**config.mk**
```make
export PLATFORM = sky130hd
export DESIGN_NAME = frac_baud_gen
export DESIGN_NICKNAME = d
export VERILOG_FILES = /design/src/rtl/fbg_pkg.sv /design/src/rtl/fbg_regs.sv /design/src/rtl/fbg_div_fsm.sv /design/src/rtl/fbg_sample_cnt.sv /design/src/rtl/frac_baud_gen.sv
export SDC_FILE = /design/constraint.sdc
export NUM_CORES = 1
export LEC_CHECK = 0
export BUFFER_PORTS_ARGS = -buffer_cell sky130_fd_sc_hd__clkbuf_2
export CORE_ASPECT_RATIO = 0.7
export CORE_MARGIN = 10
export CORE_UTILIZATION = 56
export CTS_CLUSTER_DIAMETER = 60
export CTS_CLUSTER_SIZE = 14
export DETAILED_ROUTE_END_ITERATION = 6
export GPL_TIMING_DRIVEN = 0
export MAX_ROUTING_LAYER = met4
export PLACE_DENSITY = 0.73
export SETUP_SLACK_MARGIN = 0.5
export SKIP_LAST_GASP = 1
export SLEW_MARGIN = 20
export SYNTH_ARGS = -nofsm -noshare
export SYNTH_HDL_FRONTEND = slang
export SYNTH_HIERARCHICAL = 1
export SYNTH_SLANG_ARGS = --single-unit
```
**constraint.sdc**
```tcl
create_clock -name clk -period 5.9 [get_ports clk]
set_input_delay 1.18 -clock clk [delete_from_list [all_inputs] [get_ports clk]]
set_output_delay 1.18 -clock clk [all_outputs]
set_load 0.01 [all_outputs]
```
**src/rtl/fbg_pkg.sv**
```systemverilog
package fbg_pkg;
    typedef enum logic [1:0] {
        S_IDLE    = 2'd0,
        S_COUNT   = 2'd1,
        S_STRETCH = 2'd2
    } fbg_state_e;

    localparam logic [1:0] ADDR_DIV_LO = 2'd0;
    localparam logic [1:0] ADDR_DIV_HI = 2'd1;
    localparam logic [1:0] ADDR_FRAC   = 2'd2;
    localparam logic [1:0] ADDR_MODE   = 2'd3;

    localparam int MODE_OS8_BIT    = 0;
    localparam int MODE_UNLOCK_BIT = 7;
endpackage

```
**src/rtl/fbg_regs.sv**
```systemverilog
module fbg_regs
    import fbg_pkg::*;
#(
    parameter int BYTE_W = 8,
    parameter int FRAC_W = 4,
    localparam int DIV_W = 2 * BYTE_W
) (
    input  logic              clk,
    input  logic              rst_n,
    input  logic              wr_en,
    input  logic [1:0]        wr_addr,
    input  logic [BYTE_W-1:0] wr_data,
    output logic [DIV_W-1:0]  div_q,
    output logic [FRAC_W-1:0] add_q,
    output logic [FRAC_W-1:0] mulf_q,
    output logic              os8_q,
    output logic              unlock_q,
    output logic              div_load
);
    assign div_load = wr_en && unlock_q &&
                      (wr_addr == ADDR_DIV_LO || wr_addr == ADDR_DIV_HI);

    for (genvar b = 0; b < 2; b++) begin : g_div_byte
        always_ff @(posedge clk or negedge rst_n) begin
            if (!rst_n)
                div_q[b*BYTE_W +: BYTE_W] <= '0;
            else if (wr_en && unlock_q && wr_addr == 2'(b))
                div_q[b*BYTE_W +: BYTE_W] <= wr_data;
        end
    end

    always_ff @(posedge clk or negedge rst_n) begin
        if (!rst_n) begin
            add_q    <= '0;
            mulf_q   <= '0;
            os8_q    <= 1'b0;
            unlock_q <= 1'b0;
        end else if (wr_en) begin
            if (wr_addr == ADDR_FRAC) begin
                add_q  <= wr_data[FRAC_W-1:0];
                mulf_q <= wr_data[2*FRAC_W-1:FRAC_W];
            end
            if (wr_addr == ADDR_MODE) begin
                os8_q    <= wr_data[MODE_OS8_BIT];
                unlock_q <= wr_data[MODE_UNLOCK_BIT];
            end
        end
    end
endmodule

```
**src/rtl/fbg_div_fsm.sv**
```systemverilog
module fbg_div_fsm
    import fbg_pkg::*;
#(
    parameter int DIV_W  = 16,
    parameter int FRAC_W = 4
) (
    input  logic              clk,
    input  logic              rst_n,
    input  logic              restart,
    input  logic [DIV_W-1:0]  divisor,
    input  logic [FRAC_W-1:0] add_val,
    input  logic [FRAC_W-1:0] mul_fld,
    output logic              sample_tick,
    output logic              in_stretch,
    output logic              frac_on
);
    localparam int SUM_W = FRAC_W + 1;

    fbg_state_e         state_q, state_d;
    logic [DIV_W-1:0]   cnt_q;
    logic [FRAC_W-1:0]  acc_q;
    logic [SUM_W-1:0]   mul_eff, sum, sum_wrapped;
    logic               at_end, wrap, div_zero;

    assign div_zero    = (divisor == '0);
    assign mul_eff     = {1'b0, mul_fld} + SUM_W'(1);
    assign frac_on     = (add_val != '0) && ({1'b0, add_val} < mul_eff);
    assign sum         = {1'b0, acc_q} + {1'b0, add_val};
    assign wrap        = frac_on && (sum >= mul_eff);
    assign sum_wrapped = sum - mul_eff;
    assign at_end      = (cnt_q == divisor - DIV_W'(1));

    // next state
    always_comb begin
        state_d = state_q;
        unique case (state_q)
            S_IDLE:    if (!div_zero) state_d = S_COUNT;
            S_COUNT:   if (div_zero) state_d = S_IDLE;
                       else if (at_end && wrap) state_d = S_STRETCH;
            S_STRETCH: if (div_zero) state_d = S_IDLE;
                       else if (at_end) state_d = S_COUNT;
            default:   state_d = S_IDLE;
        endcase
        if (restart) state_d = S_COUNT;
    end

    // state register
    always_ff @(posedge clk or negedge rst_n) begin
        if (!rst_n) state_q <= S_IDLE;
        else        state_q <= state_d;
    end

    // divisor counter and phase accumulator
    always_ff @(posedge clk or negedge rst_n) begin
        if (!rst_n) begin
            cnt_q <= '0;
            acc_q <= '0;
        end else if (restart || state_q == S_IDLE) begin
            cnt_q <= '0;
            acc_q <= '0;
        end else if (at_end) begin
            cnt_q <= '0;
            if (state_q == S_COUNT && frac_on)
                acc_q <= wrap ? sum_wrapped[FRAC_W-1:0] : sum[FRAC_W-1:0];
        end else begin
            cnt_q <= cnt_q + DIV_W'(1);
        end
    end

    // outputs
    always_comb begin
        sample_tick = 1'b0;
        in_stretch  = 1'b0;
        unique case (state_q)
            S_IDLE:    sample_tick = 1'b0;
            S_COUNT:   sample_tick = !div_zero && at_end && !wrap;
            S_STRETCH: begin
                in_stretch  = 1'b1;
                sample_tick = !div_zero && at_end;
            end
            default:   sample_tick = 1'b0;
        endcase
    end
endmodule

```
**src/rtl/fbg_sample_cnt.sv**
```systemverilog
module fbg_sample_cnt #(
    parameter int OS_HI = 16,
    parameter int OS_LO = 8,
    localparam int SC_W = $clog2(OS_HI)
) (
    input  logic clk,
    input  logic rst_n,
    input  logic restart,
    input  logic os8,
    input  logic tick,
    output logic strobe
);
    logic [SC_W-1:0] scnt_q;
    logic [SC_W-1:0] last;

    assign last   = os8 ? SC_W'(OS_LO - 1) : SC_W'(OS_HI - 1);
    assign strobe = tick && (scnt_q == last);

    always_ff @(posedge clk or negedge rst_n) begin
        if (!rst_n)       scnt_q <= '0;
        else if (restart) scnt_q <= '0;
        else if (tick)    scnt_q <= strobe ? '0 : scnt_q + SC_W'(1);
    end
endmodule

```
**src/rtl/frac_baud_gen.sv**
```systemverilog
module frac_baud_gen #(
    parameter int BYTE_W = 8,
    parameter int FRAC_W = 4,
    parameter int OS_HI  = 16,
    parameter int OS_LO  = 8
) (
    input  logic              clk,
    input  logic              rst_n,
    input  logic              wr_en,
    input  logic [1:0]        wr_addr,
    input  logic [BYTE_W-1:0] wr_data,
    input  logic              bit_sync,
    output logic              sample_tick,
    output logic              bit_strobe
);
    localparam int DIV_W = 2 * BYTE_W;

    logic [DIV_W-1:0]  div_q;
    logic [FRAC_W-1:0] add_q, mulf_q;
    logic              os8_q, unlock_q, div_load, restart;
    logic              in_stretch, frac_on;

    assign restart = div_load || bit_sync;

    fbg_regs #(.BYTE_W(BYTE_W), .FRAC_W(FRAC_W)) u_regs (
        .clk(clk), .rst_n(rst_n), .wr_en(wr_en), .wr_addr(wr_addr),
        .wr_data(wr_data), .div_q(div_q), .add_q(add_q), .mulf_q(mulf_q),
        .os8_q(os8_q), .unlock_q(unlock_q), .div_load(div_load)
    );

    fbg_div_fsm #(.DIV_W(DIV_W), .FRAC_W(FRAC_W)) u_div (
        .clk(clk), .rst_n(rst_n), .restart(restart), .divisor(div_q),
        .add_val(add_q), .mul_fld(mulf_q), .sample_tick(sample_tick),
        .in_stretch(in_stretch), .frac_on(frac_on)
    );

    fbg_sample_cnt #(.OS_HI(OS_HI), .OS_LO(OS_LO)) u_smp (
        .clk(clk), .rst_n(rst_n), .restart(restart), .os8(os8_q),
        .tick(sample_tick), .strobe(bit_strobe)
    );
endmodule

```
==> summary.txt, run 1 <==
Run status
  – Outcome: finished clean

Clock tree
  – TritonCTS clock tree: built
  – CTS sink cnt: 52
  – Max Buffers Root-to-Sink: 2
  – CTS clock-pin slew for the worst setup and hold paths: 0.09 ns
  – CTS Buf Count: 5
  – Worst skew pair latency: 0.31 ns
  – H-tree Lvls: 2
  – Number of gates resized after cts: 0
  – Hold buffers post-CTS: 0
  – Post-CTS Setup Repair Bufs: 0
  – Root buf cell: clkbuf_8

Timing
  – Clock Skews: a little under 0.005 ns
  – Final Worst Setup Slack: 0.913 ns
  – RSZ-0062 raised after global routing: false
  – Hold Fails Final Rpt: 0
  – Final setup fails: 0
  – Final period utilization: between 80% and 90%
  – Worst slew pin tran: 0.854 ns
  – Fmax: 201 MHz
  – Setup TNS: 0 ns
  – Min cycle time layout: 4.99 ns
  – Max_slew headroom: 42.6%
  – Fin. max-slew vios: 0

Critical path
  – Worst path required time: 4.72 ns
  – WS Path Type: register to output port
  – Crit Path Max Fanout: 7
  – Startpoint Class: register
  – Worst r2r src: u_regs/div_q[4]
  – Worst setup EP type: output port
  – CP Launch Point: u_regs/div_q[4]
  – Critical Path AT: about 3.8 ns

Routing
  – DRT antenna net count: 0
  – Vias: 2,481
  – Initial DRC count: 173
  – Vias per cell: roughly 5.8
  – Routed WL: 7090 um
  – Drt first pass iters: 4
  – Routed len/inst: 16.7 um
  – DRC Markers: 0

Cells and area
  – Most frequent cells in the layout: 52 x dfrtp_1, 38 x nor2_1, 26 x mux2_2
  – N_diodes: 0
  – Layout cells sized above 1: 19.4%
  – Fin cells: ~430
  – FF+latch area: 1300 sq um
  – Fillers: 472
  – Post-layout util: 63.1%
  – Area of the multi-input gates: 2000 sq um
  – Area growth syn-to-layout: 8.44%
  – Commonest non-fill, non-tap cell in the layout: dfrtp_1
  – Final #Nets: 386

Flow run
  – Max-cap violations: 0

GRT
  – First-pass GRT wire length: between 10,000 and 15,000 um
  – Number of global-route vias before repair: ~2,500
  – Largest net degree at the start of global routing: 53
  – GRT Util Overall: 16.0%
  – Initial antenna violation count: 0
  – GRT overflow: 0

Die
  – IO Pins: 16
  – Die H: 84.9 um
  – Placeable Area: 5780 sq um
  – Site Rows: 23
  – Initial Util: 58.2%
  – Die area: roughly 9600 sq um
  – DIE WIDTH: ~110 um

Hold path
  – Worst Min Path Start: u_smp/scnt_q[0]
  – Hold WC Path Type: register to register

Placement
  – GP Congestion: 0.904
  – Placed cells: ~420
  – IO Port Bufs: 15
  – DP Worst Slack: 1.16 ns
  – Dpl hpwl: 5430 um

Logic synthesis
  – Area contributors post-synth: dfrtp_1 39%, mux2_2 8.7%, ha_1 7.8%
  – Largest area contributor in the netlist: dfrtp_1
  – Ys Warns: 6
  – Top cell type's share of synthesized area: 38.7%
  – Gate Count Post-Synth: 327
  – Yosys cell types: 52
  – Cell Area, Synth: 3360 sq um
  – Post-synthesis net count: 364
  – Mean area per synthesized cell: 10.3 sq um
  – Sequential fraction of the synthesis area: approximately two fifths
  – Synthesis-stage register bit count: 52

Power
  – Switching share of power: between 30 and 40%
  – Total power: between 1 and 1.5 mW
  – Max rail drop VDD: around 0.14 mV
  – Combinational power share: 40.2%
  – Clock group share of total power: 19.3%
  – Sequential share of power: between 40% and 50%
  – NetSw: 0.485 mW
  – Pwr/cell area: around 350 nW/um^2
  – Int Pwr: 0.777 mW
  – Pleak: 1.65 nW
-- cell usage after synthesis, drive strengths merged --
master / instances
ha: 21
xor2: 21
a22oi: 2
inv: 14
fa: 2
or4: 2
nand2: 15
a31o: 1
nand2b: 3
o21ai: 6
nor3: 8
nand3b: 2
o211a: 1
or2: 3
buf: 2
nand4: 8
o31a: 1
nor2: 39
nor4bb: 1
and3: 5
o41ai: 1
o31ai: 1
a211oi: 5
or4b: 2
a31oi: 1
nand3: 23
mux2i: 4
a21o: 8
a21oi: 10
nor4b: 1
nor3b: 1
xnor2: 21
or3: 2
o21a: 3
a22o: 1
nand4b: 2
dfrtp: 52
a2111oi: 1
nor4: 4
mux2: 27
-- metal layers --
layer  vias to the layer above  routed length, um  track usage [%]  share of wire [%]
li1                       1215                  -                -                  -
met1                      1205               3850             23.9                 54
met2                        55               2780             21.2                 39
met3                         6                422             3.87                5.9
met4                         0                 44             2.87               0.62
met5                         -                  0                -                  0
-- registers in the layout, summed over array words and instances, names as in the netlist --
signal           count
u_regs/os8_q         1
u_regs/unlock_q      1
u_smp/scnt_q         4
u_regs/add_q         4
u_div/state_q        2
u_div/acc_q          4
u_div/cnt_q         16
u_regs/div_q        16
u_regs/mulf_q        4
-- metrics by stage --
stage          hold WS, ns  cell area (sq um)
6_report             0.515               3650
5_1_grt              0.553               3650
4_1_cts              0.520               3640
3_5_place_dp         0.504               3540
3_3_place_gp         0.506               3530
2_1_floorplan        0.480               3360
-- area by class of cell --
cell class / count / share of cell area, %
flip-flops and latches: 52 / 35.7
repair buffers: 15 / 2.13
clock buffers: 6 / 1.99
well taps: 75 / 2.57
inverters: 14 / 1.44
clock inverters: 2 / 0.960
multi-input cells: 259 / 54.8
plain buffers: 2 / 0.446
-- worst max-delay path, cell delays in order, from the launching register on --
cell and delay, ns:
dfrtp_1 0.47, nor3_1 0.67, nand4_1 0.36, or4b_1 0.57, a211oi_1 0.30, nand4_2 0.25, nor3_2 0.46, nand2_1 0.15
nor2_1 0.12, clkbuf_2 0.14
-- logic make-up after synthesis --
| logic type | count (synthesis) | share of synthesized area, % |
|---|---|---|
| simple gates | 121 | 19.9 |
| flops | 52 | 38.7 |
| compound gates | 42 | 9.26 |
| xor+xnor | 42 | 10.9 |
| mux | 31 | 10.2 |
| fa+ha+maj | 23 | 9.00 |
| buf+inv | 16 | 2.05 |
-- path summary, 6_finish.rpt --
check                                   to  slack, ns  depth (start not counted)
setup / recovery                bit_strobe       0.91                          9
hold / removal             u_smp/scnt_q[0]       0.52                          1
setup reg to reg           u_smp/scnt_q[2]       2.33                          9
hold reg to reg            u_smp/scnt_q[0]       0.52                          1
max in group asynchronous  u_regs/div_q[0]       4.51                          1
min in group asynchronous  u_regs/add_q[2]       0.94                          1
-- power groups by stage --
stage          Sequential (mW)  Clock, mW  Combinational [mW]
6_report                 0.511      0.244               0.507
5_1_grt                  0.523      0.266               0.565
4_1_cts                  0.509      0.249               0.498
3_3_place_gp             0.513          0               0.477
2_1_floorplan            0.486          0               0.397
3_5_place_dp             0.516          0               0.492
Note: power is estimated with default switching activity, not from simulation.
==> run 2: changes to the inputs <==
Settings changed: PLACE_DENSITY 0.73 to 0.76.
Clock period 5.9 ns to 4.1 ns, I/O delays scaled along.
==> summary.txt, run 2 (same netlist as run 1, synthesis figures left out) <==
Die
  – Die H: roughly 85 um
  – Die area: about 9600 sq um
  – DIE WIDTH: 113 um
  – Initial Util: 58.2%
  – IO Pins: 16
  – Site Rows: 23
  – Placeable Area: 5780 sq um

Critical path
  – Worst r2r src: u_regs/div_q[0]
  – Crit Path Max Fanout: 2
  – Startpoint Class: register
  – Worst R2R End: u_div/state_q[1]
  – R2R depth: 9
  – CP Launch Point: u_regs/add_q[0]
  – Critical Path AT: 3.06 ns
  – Worst R2R Setup Slack: 0.84 ns
  – Worst setup EP type: output port
  – Worst path required time: 3.28 ns
  – WS Path Type: register to output port

Power
  – Clock group share of total power: 16.0%
  – Sequential share of power: 39.6%
  – Pwr/cell area: ~490 nW/um^2
  – NetSw: 0.756 mW
  – Switching share of power: ~40%
  – Pleak: 1.73 nW
  – Combinational power share: 44.4%
  – Max rail drop VDD: 0.194 mV
  – Int Pwr: 1.14 mW

Routing
  – DRT antenna net count: 0
  – Routed met1 length: 3890 um
  – DRC Markers: 0
  – Routed len/inst: 17.3 um
  – Drt first pass iters: 5
  – WL met3: 427 um
  – Top routing layer in use: met4
  – Met2 WL post-DR: 3260 um
  – Routed WL: about 7600 um
  – Initial DRC count: 225
  – Vias per cell: 5.90
  – Vias: 2,595

Cells and area
  – Most frequent cells in the layout: 47 x dfrtp_1, 37 x nor2_1, 26 x mux2_2
  – Commonest non-fill, non-tap cell in the layout: dfrtp_1
  – N_diodes: 0
  – Layout cells sized above 1: 27.7%
  – Final #Nets: 401
  – Post-layout util: around two thirds
  – Area growth syn-to-layout: 14.7%
  – Biggest regs: u_div/cnt_q: 16 flops, u_regs/div_q: 16 flops

Placement
  – DP Worst Slack: 0.0589 ns
  – GP Congestion: between 0.8 and 0.9
  – IO Port Bufs: 15
  – Dpl hpwl: 5450 um

Clock tree
  – Root buf cell: clkbuf_8
  – Worst skew pair latency: 0.30 ns
  – CTS Buf Count: 5
  – CTS clock-pin slew for the worst setup and hold paths: 0.09 ns
  – Max Buffers Root-to-Sink: 2
  – CTS sink cnt: 52
  – H-tree Lvls: 2
  – TritonCTS clock tree: built

Timing
  – Clock Skews: 0.0129 ns
  – Final setup fails: 0
  – Fin. max-slew vios: 0
  – Fmax: 258 MHz
  – Setup TNS: 0 ns
  – Final period utilization: roughly 95%
  – RSZ-0062 raised after global routing: true
  – Max_slew headroom: a little over half
  – Worst slew pin tran: 0.713 ns
  – Final Worst Setup Slack: 0.220 ns
  – Min cycle time layout: 3.88 ns
  – Hold Fails Final Rpt: 0

GRT
  – Initial antenna violation count: 0
  – First-pass GRT wire length: ~13,000 um
  – GRT Util Overall: 16.9%
  – GRT overflow: 0
  – Number of global-route vias before repair: 2,593
  – Largest net degree at the start of global routing: 53

Hold path
  – Hold path endpoint: u_smp/scnt_q[0]
  – Hold path depth: 1
  – Hold WC Path Type: register to register
  – Worst Min Path Start: u_smp/scnt_q[0]

Run status
  – Outcome: finished clean

Flow run
  – Max-cap violations: 0
==> run 2: what timing repair did <==
item	in CTS	in global routing
gates resized for setup	13	12
buffers inserted	8	7
hold buffers	0	0
setup endpoints to repair	2	2
pin swaps	15	11
==> run 2: final cells by class <==
type | instances | area, sq um
repair buffers | 30 | 190
multi-input cells | 259 | 2110
well taps | 75 | 93.8
fillers | 445 | 1930
flip-flops and latches | 52 | 1310
plain buffers | 2 | 16.3
clock buffers | 8 | 90.1
inverters | 14 | 52.6
==> run 2: worst max path at each step <==
stage | endpoint | cells past startpoint
CTS | bit_strobe | 13
global route | bit_strobe | 9
detailed placement | bit_strobe | 9
global placement | bit_strobe | 9
finish | bit_strobe | 13
floorplan | bit_strobe | 12
==> run 2: critical path, cell delays in order, from the launching register on <==
cell and delay, ns:
dfrtp_1 0.43, ha_2 0.20, fa_2 0.57, ha_4 0.21, a21o_1 0.17, a21o_1 0.15
a21o_1 0.16, a21o_1 0.17, nand2_2 0.12, a21oi_4 0.07, nor3_4 0.22, nand2_2 0.09
nor2_2 0.07, buf_2 0.13
==> run 2: stage by stage <==
stage	cell area (sq um)	total power, mW	instances	hold WS (ns)
floorplan	3380	1.28	327	0.479
global placement	3550	1.43	417	0.500
detailed placement	3550	1.45	417	0.505
CTS	3770	1.84	433	0.523
global route	3860	2.03	440	0.552
finish	3860	1.90	440	0.524
==> run 2: power groups by stage <==
stage | sequential [mW] | clock, mW | combinational [mW]
detailed placement | 0.744 | 0 | 0.710
CTS | 0.743 | 0.312 | 0.781
finish | 0.752 | 0.304 | 0.843
global route | 0.767 | 0.334 | 0.932
floorplan | 0.699 | 0 | 0.581
global placement | 0.738 | 0 | 0.691
==> run 2: per-layer routing <==
metal	GRT usage, %	up-vias
met5	-	-
met4	3.45	0
met3	3.02	11
met2	23.9	82
met1	24.4	1258
li1	-	1244
==> run 3: changes to the inputs <==
Settings changed: CORE_MARGIN 10 to 2, CTS_BUF_LIST set to sky130_fd_sc_hd__clkbuf_2 sky130_fd_sc_hd__clkbuf_4 sky130_fd_sc_hd__clkbuf_8.
==> summary.txt, run 3 (same netlist as run 1, synthesis figures left out) <==
Run status
  – Outcome: finished clean

Cells and area
  – Biggest regs: u_div/cnt_q: 16 flops, u_regs/div_q: 16 flops
  – Layout cells sized above 1: 28.8%
  – Fillers: 431
  – Commonest non-fill, non-tap cell in the layout: dfrtp_1
  – Area growth syn-to-layout: 16.2%
  – Most frequent cells in the layout: 50 x dfrtp_1, 37 x nor2_1, 26 x mux2_2
  – Final #Nets: 409
  – N_diodes: 0
  – Final Cell Area: 3910 sq um

Power
  – NetSw: 0.756 mW
  – Combinational power share: 45.2%
  – Pwr/cell area: 484 nW/um^2
  – Sequential share of power: 39.6%
  – Pleak: 1.76 nW
  – Int Pwr: around 1.1 mW
  – Switching share of power: 40.0%
  – Max rail drop VDD: 0.245 mV
  – Clock group share of total power: 15.2%

Hold path
  – Hold path depth: 1
  – Hold WC Path Type: register to register
  – Worst Min Path Start: u_div/cnt_q[0]
  – Hold path endpoint: u_div/cnt_q[0]

Die
  – Site Rows: 23
  – Placeable Area: 5760 sq um
  – Initial Util: 58.5%
  – DIE WIDTH: approximately 97 um
  – Die H: 68.9 um
  – IO Pins: 16
  – Die area: between 6000 and 7000 sq um

Placement
  – Dpl hpwl: 5290 um
  – Post-Place Cell Area: 3550 sq um
  – IO Port Bufs: 15
  – GP Congestion: 0.898

GRT
  – GRT overflow: 0
  – Initial antenna violation count: 0
  – Largest net degree at the start of global routing: 53
  – GRT Util Overall: 24.7%
  – First-pass GRT wire length: 12,300 um
  – Number of global-route vias before repair: 2,493

Timing
  – Hold slack: 0.539 ns
  – Max_slew headroom: 53.4%
  – Setup TNS: 0 ns
  – Fin. max-slew vios: 0
  – Final setup fails: 0
  – Clock Skews: approximately 0.0033 ns
  – Final period utilization: 95.1%
  – Fmax: 257 MHz
  – RSZ-0062 raised after global routing: true
  – Worst slew pin tran: ~0.70 ns
  – Min cycle time layout: 3.90 ns
  – Hold Fails Final Rpt: 0

Flow run
  – Max-cap violations: 0

Routing
  – DRT antenna net count: 0
  – DRC Markers: 0
  – Routed len/inst: 16.8 um
  – Drt first pass iters: 5
  – Vias per cell: 5.86
  – Vias: 2,620
  – Routed WL: 7490 um
  – Initial DRC count: 149

Clock tree
  – Worst skew pair latency: 0.31 ns
  – H-tree Lvls: 2
  – CTS clock-pin slew for the worst setup and hold paths: ~0.09 ns
  – Hold buffers post-CTS: 0
  – Max Buffers Root-to-Sink: 2
  – Root buf cell: clkbuf_8
  – CTS Buf Count: 5
  – CTS sink cnt: 52
  – TritonCTS clock tree: built

Critical path
  – Worst r2r src: u_regs/div_q[0]
  – Worst R2R Setup Slack: 0.23 ns
  – Worst setup EP type: output port
  – R2R depth: 17
  – WS Path Type: register to output port
  – Crit Path Max Fanout: 6
  – Startpoint Class: register
  – Critical Path AT: 3.08 ns
  – Worst R2R End: u_smp/scnt_q[2]
  – Worst path required time: 3.28 ns
## run 3: changes by cell type in the layout (fill, tap and decap cells not counted), moves of 2 or more
cell,previous run,this run
o21ai_0,3,5
buf_4,15,23
dfrtp_1,47,50
clkbuf_1,2,0
dfrtp_2,5,2
o21ai_1,2,0
## run 3: how the worst max path moves through the flow
stage	slack [ns]	cells past startpoint	start	end
after detailed placement	0.12	10	u_regs/div_q[0]	bit_strobe
after floorplan	0.52	12	u_regs/add_q[0]	bit_strobe
after global placement	0.13	10	u_regs/div_q[0]	bit_strobe
after CTS	0.17	13	u_regs/add_q[0]	bit_strobe
final	0.20	9	u_regs/div_q[0]	bit_strobe
after global routing	0.07	9	u_regs/div_q[0]	bit_strobe
## run 3: routing by layer
metal / up-vias / routed length (um) / global-route usage (%)
met5: - / 0 / -
met4: 0 / 80 / 7.92
met3: 7 / 442 / 4.33
met2: 66 / 3280 / 36.9
met1: 1289 / 3690 / 34.8
li1: 1258 / - / -
## run 3: area by class of cell
| type | count | area (sq um) | area share, % |
|---|---|---|---|
| timing repair buffer | 38 | 250 | 6.40 |
| buffer | 2 | 16.3 | 0.416 |
| tap | 75 | 93.8 | 2.40 |
| inverter | 14 | 52.6 | 1.34 |
| sequential | 52 | 1300 | 33.3 |
| multi-input combinational | 259 | 2110 | 54.0 |
| clock inverter | 1 | 5.00 | 0.128 |
| clock buffer | 6 | 76.3 | 1.95 |
## run 3: worst max-delay path, cell delays in order, from the launching register on
cell and delay (ns):
dfrtp_2 0.46, or4_4 0.56, or3_1 0.36, a22o_1 0.28, a2111oi_4 0.44, nand4_4 0.19
nor3_4 0.19, nand2_2 0.08, nor2_2 0.08, clkbuf_2 0.13
## run 3: per-stage QoR
| step | instances | utilization [%] | worst slack (ns) | power (mW) |
|---|---|---|---|---|
| floorplan | 327 | - | 0.518 | 1.28 |
| CTS | 438 | 66.0 | 0.175 | 1.81 |
| detailed placement | 417 | 61.7 | 0.123 | 1.46 |
| global placement | 417 | 61.7 | 0.131 | 1.43 |
| global route | 447 | 67.9 | 0.0741 | 2.02 |
| finish | 447 | 67.9 | 0.202 | 1.89 |
## run 3: power by group through the flow
| stage | Sequential (mW) | Clock (mW) | Combinational, mW |
|---|---|---|---|
| global route | 0.763 | 0.321 | 0.935 |
| floorplan | 0.699 | 0 | 0.581 |
| CTS | 0.746 | 0.297 | 0.768 |
| detailed placement | 0.745 | 0 | 0.714 |
| finish | 0.750 | 0.288 | 0.855 |
| global placement | 0.741 | 0 | 0.693 |
## run 3: repair_timing
| item | 4_1_cts | 5_1_grt |
|---|---|---|
| pin swaps | 12 | 8 |
| setup buffers | 14 | 9 |
| setup endpoints to repair | 2 | 3 |
| resized for setup | 12 | 7 |
